**src/rtl/scc_pkg.sv**
```systemverilog
package scc_pkg;
   localparam int STAT_W = 3;
   localparam int N_CMD  = 7;

   localparam logic [STAT_W-1:0] CODE_INTA  = 3'd0;
   localparam logic [STAT_W-1:0] CODE_IORD  = 3'd1;
   localparam logic [STAT_W-1:0] CODE_IOWR  = 3'd2;
   localparam logic [STAT_W-1:0] CODE_FETCH = 3'd4;
   localparam logic [STAT_W-1:0] CODE_MRD   = 3'd5;
   localparam logic [STAT_W-1:0] CODE_MWR   = 3'd6;

   localparam int CMD_MRD  = 0;
   localparam int CMD_MWR  = 1;
   localparam int CMD_AMWR = 2;
   localparam int CMD_IORD = 3;
   localparam int CMD_IOWR = 4;
   localparam int CMD_AIOW = 5;
   localparam int CMD_INTA = 6;

   typedef enum logic [1:0] {
      PH_IDLE  = 2'd0,
      PH_EARLY = 2'd1,
      PH_LATE  = 2'd2
   } phase_e;

   function automatic logic [N_CMD-1:0] cmd_mask(phase_e ph, logic [STAT_W-1:0] code);
      logic [N_CMD-1:0] m;
      m = '0;
      if (ph != PH_IDLE) begin
         case (code)
            CODE_INTA:           m[CMD_INTA] = 1'b1;
            CODE_IORD:           m[CMD_IORD] = 1'b1;
            CODE_FETCH, CODE_MRD: m[CMD_MRD] = 1'b1;
            CODE_IOWR: begin
               m[CMD_AIOW] = 1'b1;
               if (ph == PH_LATE) m[CMD_IOWR] = 1'b1;
            end
            CODE_MWR: begin
               m[CMD_AMWR] = 1'b1;
               if (ph == PH_LATE) m[CMD_MWR] = 1'b1;
            end
            default: m = '0;
         endcase
      end
      return m;
   endfunction
endpackage

```
**src/rtl/scc_status_watch.sv**
```systemverilog
module scc_status_watch
   import scc_pkg::*;
#(
   parameter logic [STAT_W-1:0] PASSIVE_CODE = 3'd7,
   parameter logic [STAT_W-1:0] HALT_CODE    = 3'd3
) (
   input  logic              clk,
   input  logic              rst_n,
   input  logic [STAT_W-1:0] status,
   output logic              ale,
   output logic              start_q,
   output logic [STAT_W-1:0] code_q
);
   logic armed_q;
   logic go;

   // armed_q remembers that passive status was seen at the last rising edge
   assign go  = armed_q && (status != PASSIVE_CODE) && (status != HALT_CODE);
   assign ale = go;

   always_ff @(posedge clk or negedge rst_n) begin
      if (!rst_n) begin
         armed_q <= 1'b0;
         start_q <= 1'b0;
         code_q  <= PASSIVE_CODE;
      end else begin
         armed_q <= (status == PASSIVE_CODE);
         start_q <= go;
         if (go) code_q <= status;
      end
   end
endmodule

```
**src/rtl/scc_phase_fsm.sv**
```systemverilog
module scc_phase_fsm
   import scc_pkg::*;
#(
   parameter logic [STAT_W-1:0] PASSIVE_CODE = 3'd7
) (
   input  logic              clk,
   input  logic              rst_n,
   input  logic [STAT_W-1:0] status,
   input  logic              start_q,
   output phase_e            nxt_phase
);
   phase_e phase_q;

   always_comb begin
      nxt_phase = phase_q;
      case (phase_q)
         PH_IDLE:  if (start_q) nxt_phase = PH_EARLY;
         PH_EARLY: nxt_phase = (status == PASSIVE_CODE) ? PH_IDLE : PH_LATE;
         PH_LATE:  if (status == PASSIVE_CODE) nxt_phase = PH_IDLE;
         default:  nxt_phase = PH_IDLE;
      endcase
   end

   // T-state boundaries are falling edges of the bus clock
   always_ff @(negedge clk or negedge rst_n) begin
      if (!rst_n) phase_q <= PH_IDLE;
      else        phase_q <= nxt_phase;
   end
endmodule

```
**src/rtl/scc_cmd_drive.sv**
```systemverilog
module scc_cmd_drive
   import scc_pkg::*;
(
   input  logic              clk,
   input  logic              rst_n,
   input  phase_e            nxt_phase,
   input  logic [STAT_W-1:0] code_q,
   output logic [N_CMD-1:0]  cmd_n
);
   logic [N_CMD-1:0] want;

   assign want = cmd_mask(nxt_phase, code_q);

   for (genvar i = 0; i < N_CMD; i++) begin : g_line
      always_ff @(negedge clk or negedge rst_n) begin
         if (!rst_n) cmd_n[i] <= 1'b1;
         else        cmd_n[i] <= ~want[i];
      end
   end
endmodule

```
**src/rtl/status_cmd_ctrl.sv**
```systemverilog
module status_cmd_ctrl
   import scc_pkg::*;
#(
   parameter logic [STAT_W-1:0] PASSIVE_CODE = 3'd7,
   parameter logic [STAT_W-1:0] HALT_CODE    = 3'd3
) (
   input  logic        clk,
   input  logic        rst_n,
   input  logic [2:0]  bus_status,
   output logic        ale,
   output logic        mem_rd_n,
   output logic        mem_wr_n,
   output logic        mem_awr_n,
   output logic        io_rd_n,
   output logic        io_wr_n,
   output logic        io_awr_n,
   output logic        int_ack_n
);
   if (PASSIVE_CODE == HALT_CODE) begin : g_bad_codes
      $error("passive and halt codes must differ");
   end

   logic              start_q;
   logic [STAT_W-1:0] code_q;
   phase_e            nxt_phase;
   logic [N_CMD-1:0]  cmd_n;

   scc_status_watch #(.PASSIVE_CODE(PASSIVE_CODE), .HALT_CODE(HALT_CODE)) u_watch (
      .clk(clk), .rst_n(rst_n), .status(bus_status),
      .ale(ale), .start_q(start_q), .code_q(code_q)
   );

   scc_phase_fsm #(.PASSIVE_CODE(PASSIVE_CODE)) u_fsm (
      .clk(clk), .rst_n(rst_n), .status(bus_status),
      .start_q(start_q), .nxt_phase(nxt_phase)
   );

   scc_cmd_drive u_drive (
      .clk(clk), .rst_n(rst_n), .nxt_phase(nxt_phase),
      .code_q(code_q), .cmd_n(cmd_n)
   );

   assign mem_rd_n  = cmd_n[CMD_MRD];
   assign mem_wr_n  = cmd_n[CMD_MWR];
   assign mem_awr_n = cmd_n[CMD_AMWR];
   assign io_rd_n   = cmd_n[CMD_IORD];
   assign io_wr_n   = cmd_n[CMD_IOWR];
   assign io_awr_n  = cmd_n[CMD_AIOW];
   assign int_ack_n = cmd_n[CMD_INTA];
endmodule

```
**config.mk**
```make
export PLATFORM = sky130hd
export DESIGN_NAME = status_cmd_ctrl
export DESIGN_NICKNAME = d
export VERILOG_FILES = /design/src/rtl/scc_pkg.sv /design/src/rtl/scc_status_watch.sv /design/src/rtl/scc_phase_fsm.sv /design/src/rtl/scc_cmd_drive.sv /design/src/rtl/status_cmd_ctrl.sv
export SDC_FILE = /design/constraint.sdc
export NUM_CORES = 1
export LEC_CHECK = 0
export BUFFER_PORTS_ARGS = -buffer_cell sky130_fd_sc_hd__buf_2
export CORE_MARGIN = 2
export CORE_UTILIZATION = 40
export CTS_BUF_LIST = sky130_fd_sc_hd__clkbuf_4
export DETAILED_ROUTE_END_ITERATION = 8
export SLEW_MARGIN = 20
export SYNTH_ARGS = -nofsm -noshare
export SYNTH_HDL_FRONTEND = slang
export SYNTH_SLANG_ARGS = --single-unit
```
**constraint.sdc**
```tcl
create_clock -name clk -period 1.8 [get_ports clk]
set_clock_uncertainty 0.1 [all_clocks]
set_input_delay 0.27 -clock clk [delete_from_list [all_inputs] [get_ports clk]]
set_output_delay 0.27 -clock clk [all_outputs]
set_load 0.005 [all_outputs]
```
==> flow_summary.ini, run 1 <==
[die]
io_pins = 13
die_y_um = 41.0
initial_utilization_pct = 42.6
die_w_um = 41.0
rows = 13
die_area_sq_um = 1680
core_region_area_sq_um = 1280

[synthesis]
postSynthAreaPerCell_sq_um = 14.8
synth_top_area_share_pct = 48.1
synthCells = 37
synth_cell_types = 17
ys_seq_elements = 14
yosysTopAreaCell = dfstp_2
synth.cell_area_sq_um = 547
syn_nets = 42
yosys_warnings = 0
synthTopCellsByArea = dfstp_2 48%, dfrtn_1 9.2%, dfrtp_1 9.2%, mux2_2 6.2%, o32ai_4 5.0%
synth_seq_area_share_pct = 66.4

[setup_path]
crit_fanout = 1
r2r_end = u_drive.cmd_n[0]
path_cells = buf_6
critical-path-top-delay-family = flip-flops
rr_worst_depth = 3
critical_path_class = reg2out
startpoint_type = register
max_stage_delay_ns = 0.52
cp-end-kind = primary output
cp_slowest_cell = dfstp_2
ff2ff_setup_slack_ns = -0.05
cp.required_ns = 1.43
cp_num_buf_inv = 1
worst_ep_arrival_time_ns = 1.85
timing.rr.start = u_watch.start_q

[routing]
wl_per_cell_um = 11.3
drt_pass1_iterations = 2
drtIter0Drc = 3
vias = 394
routed_wl_um = 916
drc = 0
ant_nets = 0
via_per_inst = 4.86

[layout]
final_common_cell = dfstp_2
drive_gt1_share_pct = 63.6
multi_input_area_sq_um = 185
syn2layout_area_growth_pct = 45.5
fill_cells = 106
num-nets-final = 72
regArea_sq_um = 363
most-common-layout-cells = 10 x dfstp_2, 7 x inv_1, 7 x buf_2
antenna_cells = 0

[cts]
cts_made_buffers = 3
clockRootBuffer = clkbuf_4
clk_latency_ns = 0.27
htreeDepth = 1
cts.clk_slew.worst_paths_ns = 0.09
tritoncts = yes
cts_buffer_depth = 2
post_cts_buffers = 0
cts.sinks = 14

[sta]
setup_viol = 13
slew_headroom_pct = 80.4
maxSlewViolCount = 0
rsz0062_at_grt = yes
worst_slew_pin_slew_ns = 0.294
hold_viol_final = 0
setup_ws_ns = -0.420
fin_hold_ws_ns = 0.156
tns_ns = -3.05

[place]
portBuffers = 12
gp_congestion = 0.788
dp_hpwl_um = 720
dp_slack_ns = -0.290

[min_path]
min_path_cells = 2
min_to = u_watch.code_q[2]
hp-class = in2reg
hp-start = bus_status[2]

[global_routing]
grt_pass1_vias = 408
grtUsageTotal_pct = 15.5
grt_max_degree = 15
antenna_found_initial = 0
grt_overflow = 0
grt_pass1_wl_um = 1610

[power_and_ir_drop]
p_leak_nw = 0.368
power.density_nw_per_um2 = 1200
ir_drop_mv = 0.902

[run_status]
violations = setup timing
status = finished with violations

[job]
cap_viol_max_count = 0
## synthesized netlist by cell type
| library cell | instances |
|---|---|
| nor3b_1 | 2 |
| and3b_1 | 1 |
| a21oi_2 | 1 |
| nand2_1 | 3 |
| and3_2 | 1 |
| nor2_1 | 2 |
| nand3b_1 | 2 |
| dfrtp_1 | 2 |
| dfstp_2 | 10 |
| dfrtn_1 | 2 |
| nand2b_1 | 2 |
| nand3_1 | 2 |
| a21boi_2 | 1 |
| mux2_2 | 3 |
| o32ai_4 | 1 |
| inv_1 | 1 |
| and4_4 | 1 |
## cell families after synthesis
logic type | after synthesis | synth area share [%]
buf+inv | 1 | 0.686
mux | 3 | 6.18
flops | 14 | 66.4
simple gates | 16 | 18.1
compound gates | 3 | 8.70
## area by class of cell
class / count / share of cell area, %
Tap cell: 15 / 2.36
Timing Repair Buffer: 19 / 18.9
Sequential cell: 14 / 45.6
Multi-Input combinational cell: 22 / 23.3
Clock inverter: 8 / 7.08
Clock buffer: 3 / 2.83
## state kept, by name (all words and copies together) (netlist names)
| signal | flops |
|---|---|
| u_drive.cmd_n | 7 |
| u_watch.code_q | 3 |
| u_fsm.phase_q | 2 |
| u_watch.armed_q | 1 |
| u_watch.start_q | 1 |
## where the power goes
part / leakage [nW] / internal (W) / switching (W)
clock: 0.0652 / 0.000245 / 0.000141
combinational: 0.143 / 0.0000993 / 0.0000654
sequential: 0.159 / 0.000373 / 0.0000296
## metal layers
layer  global-route usage [%]  vias up  part of all wire [%]
li1                         -      188                     -
met1                     15.9      193                    39
met2                     27.3       11                    54
met3                     4.89        2                   4.7
met4                     8.33        0                   1.5
met5                        0        -                     0
## worst max path at each step
| stage | from | end | slack, ns | depth (start not counted) |
|---|---|---|---|---|
| finish | u_drive.cmd_n[5] | io_awr_n | -0.42 | 1 |
| global route | u_drive.cmd_n[5] | io_awr_n | -0.47 | 1 |
| CTS | u_drive.cmd_n[5] | io_awr_n | -0.42 | 1 |
| detailed placement | bus_status[0] | u_drive.cmd_n[0] | -0.29 | 4 |
| global placement | bus_status[0] | u_drive.cmd_n[0] | -0.26 | 4 |
| floorplan | bus_status[0] | u_drive.cmd_n[0] | -0.08 | 3 |
## stage by stage
step	utilization (%)	area [sq um]	total power [W]	instances
finish	61.9	796	0.000953	81
global route	61.9	796	0.00102	81
CTS	59.0	758	0.000945	81
detailed placement	52.2	671	0.000580	70
global placement	52.2	671	0.000572	70
floorplan	-	547	0.000505	37
## what timing repair did
item,in CTS,in global routing
setup endpoints to repair,13,14
gates resized for setup,1,7
hold buffers,1,0
endpoints found under the hold margin,2,0
pin swaps,4,3
Power figures use the tool's default switching activity.
==> inputs of run 2 (changes only) <==
--- a/config.mk
+++ b/config.mk
@@ -7,7 +7,7 @@
 export LEC_CHECK = 0
 export BUFFER_PORTS_ARGS = -buffer_cell sky130_fd_sc_hd__buf_2
 export CORE_MARGIN = 2
-export CORE_UTILIZATION = 40
+export CORE_UTILIZATION = 35
 export CTS_BUF_LIST = sky130_fd_sc_hd__clkbuf_4
 export DETAILED_ROUTE_END_ITERATION = 8
 export SLEW_MARGIN = 20
==> run 2 against run 1 <==
Effect of this change:
- the run still ends with setup timing left
- global-route usage down 2.8 points
- sequential cell count did not move
- core utilization decreased by 10 points
- first-iteration DRC count fell by 33%
- sequential share of layout area grew 1.6 points
- cell area is 3.5% lower
==> flow_summary.ini, run 2 (synthesis results as in run 1) <==
[global_routing]
grt_max_degree = 15
grt_pass1_wl_um = 1750
grt_pass1_vias = 406
antenna_found_initial = 0
grt_overflow = 0
grtUsageTotal_pct = 12.6

[sta]
rsz0062_at_grt = yes
setup_viol = 13
fin_hold_ws_ns = 0.230
worst_slew_pin_slew_ns = 0.295
setup_ws_ns = -0.397
hold_viol_final = 0
maxSlewViolCount = 0
slew_headroom_pct = 80.3

[routing]
via_per_inst = 4.77
ant_nets = 0
drt_pass1_iterations = 4
routed_wl_um = 943
drtIter0Drc = 2
vias = 396
wl_per_cell_um = 11.4
drc = 0

[setup_path]
worst_ep_arrival_time_ns = 1.83
cp-end-kind = primary output
cp_num_buf_inv = 1
max_stage_delay_ns = 0.52
cp.required_ns = 1.43
cp.depth = 1
ff2ff_setup_slack_ns = -0.05
rr_worst_depth = 3
critical_path_class = reg2out
r2r_end = u_drive.cmd_n[5]
startpoint_type = register
startpoint = u_drive.cmd_n[2]
crit_fanout = 1
cp_slowest_cell = dfstp_2
path_cells = buf_6
timing.rr.start = u_watch.start_q
critical-path-top-delay-family = flip-flops
crit_path_end = mem_awr_n

[layout]
final_common_cell = dfstp_2
largestRegisters = u_drive.cmd_n: 7 flops, u_watch.code_q: 3 flops, u_fsm.phase_q: 2 flops
antenna_cells = 0
fin_area_sq_um = 768
most-common-layout-cells = 10 x dfstp_2, 9 x buf_2, 7 x inv_1, 7 x buf_4, 4 x clkbuf_4
largest_reg_flops = 7
num-nets-final = 73
syn2layout_area_growth_pct = 40.5
drive_gt1_share_pct = 64.2
top_register = u_drive.cmd_n

[cts]
cts.sinks = 14
tritoncts = yes
htreeDepth = 1
clk_latency_ns = 0.27
cts.clk_slew.worst_paths_ns = 0.08
cts_buffer_depth = 2
clockRootBuffer = clkbuf_4
cts_made_buffers = 3

[run_status]
violations = setup timing
status = finished with violations

[die]
die_w_um = 43.5
die_area_sq_um = 1890
io_pins = 13
core_region_area_sq_um = 1490
initial_utilization_pct = 36.7
die_y_um = 43.5
rows = 14

[place]
dp_slack_ns = -0.291
placedInstanceArea_sq_um = 664
portBuffers = 12
gp_congestion = 0.635

[power_and_ir_drop]
p_leak_nw = 0.357
power.density_nw_per_um2 = 1040
ir_drop_mv = 0.409

[min_path]
hp-class = in2reg
min_path_cells = 3

[job]
cap_viol_max_count = 0
[run 2: changes by cell type in the layout (fill, tap and decap cells not counted), sizes merged]
cell,before,now
buf,18,19
bufinv,1,0
clkbuf,3,4
[run 2: what timing repair did]
action	in CTS	in global routing
pin swaps	4	4
endpoints found under the hold margin	2	0
setup endpoints to repair	13	13
buffers inserted	2	0
hold buffers	1	0
resized for setup	2	3
[run 2: stage by stage]
step | total power, W | std cells | setup TNS (ns) | utilization, %
4_1_cts | 0.000810 | 83 | -3.13 | 50.6
5_1_grt | 0.000876 | 83 | -3.73 | 51.6
3_3_place_gp | 0.000557 | 70 | -1.96 | 44.6
2_1_floorplan | 0.000505 | 37 | -0.386 | -
6_report | 0.000801 | 83 | -2.99 | 51.6
3_5_place_dp | 0.000561 | 70 | -2.12 | 44.6
[run 2: routing by layer]
metal / vias up / part of all wire (%) / global-route usage, %
li1: 189 / - / -
met1: 190 / 42 / 15.3
met2: 15 / 50 / 20.9
met3: 2 / 7.2 / 3.75
met4: 0 / 0.42 / 5.45
met5: - / 0 / 0
[run 2: area by class of cell]
cell class	instances	area, sq um
clock buffer	4	30.0
tap	16	20.0
multi-input combinational	22	188
timing repair buffer	20	141
clock inverter	7	26.3
sequential	14	363
fill	148	721
[run 2: power by group]
group | switching, W | internal, W | leakage [nW] | total (W)
registers | 0.0000271 | 0.000373 | 0.159 | 0.000400
logic | 0.0000637 | 0.0000903 | 0.142 | 0.000154
clock network | 0.000127 | 0.000121 | 0.0557 | 0.000248
[run 2: worst min path at each step]
| stage | from | to | slack (ns) |
|---|---|---|---|
| 6_report | bus_status[1] | u_watch.start_q | 0.23 |
| 2_1_floorplan | rst_n | u_watch.armed_q | -0.13 |
| 5_1_grt | bus_status[1] | u_watch.start_q | 0.24 |
| 3_3_place_gp | rst_n | u_watch.start_q | 0.07 |
| 4_1_cts | bus_status[1] | u_watch.start_q | 0.22 |
| 3_5_place_dp | rst_n | u_watch.start_q | 0.08 |
[run 2: tightest hold or removal path, cell delays in order]
cell and delay (ns):
buf_2 0.10, buf_4 0.11, a21boi_2 0.08
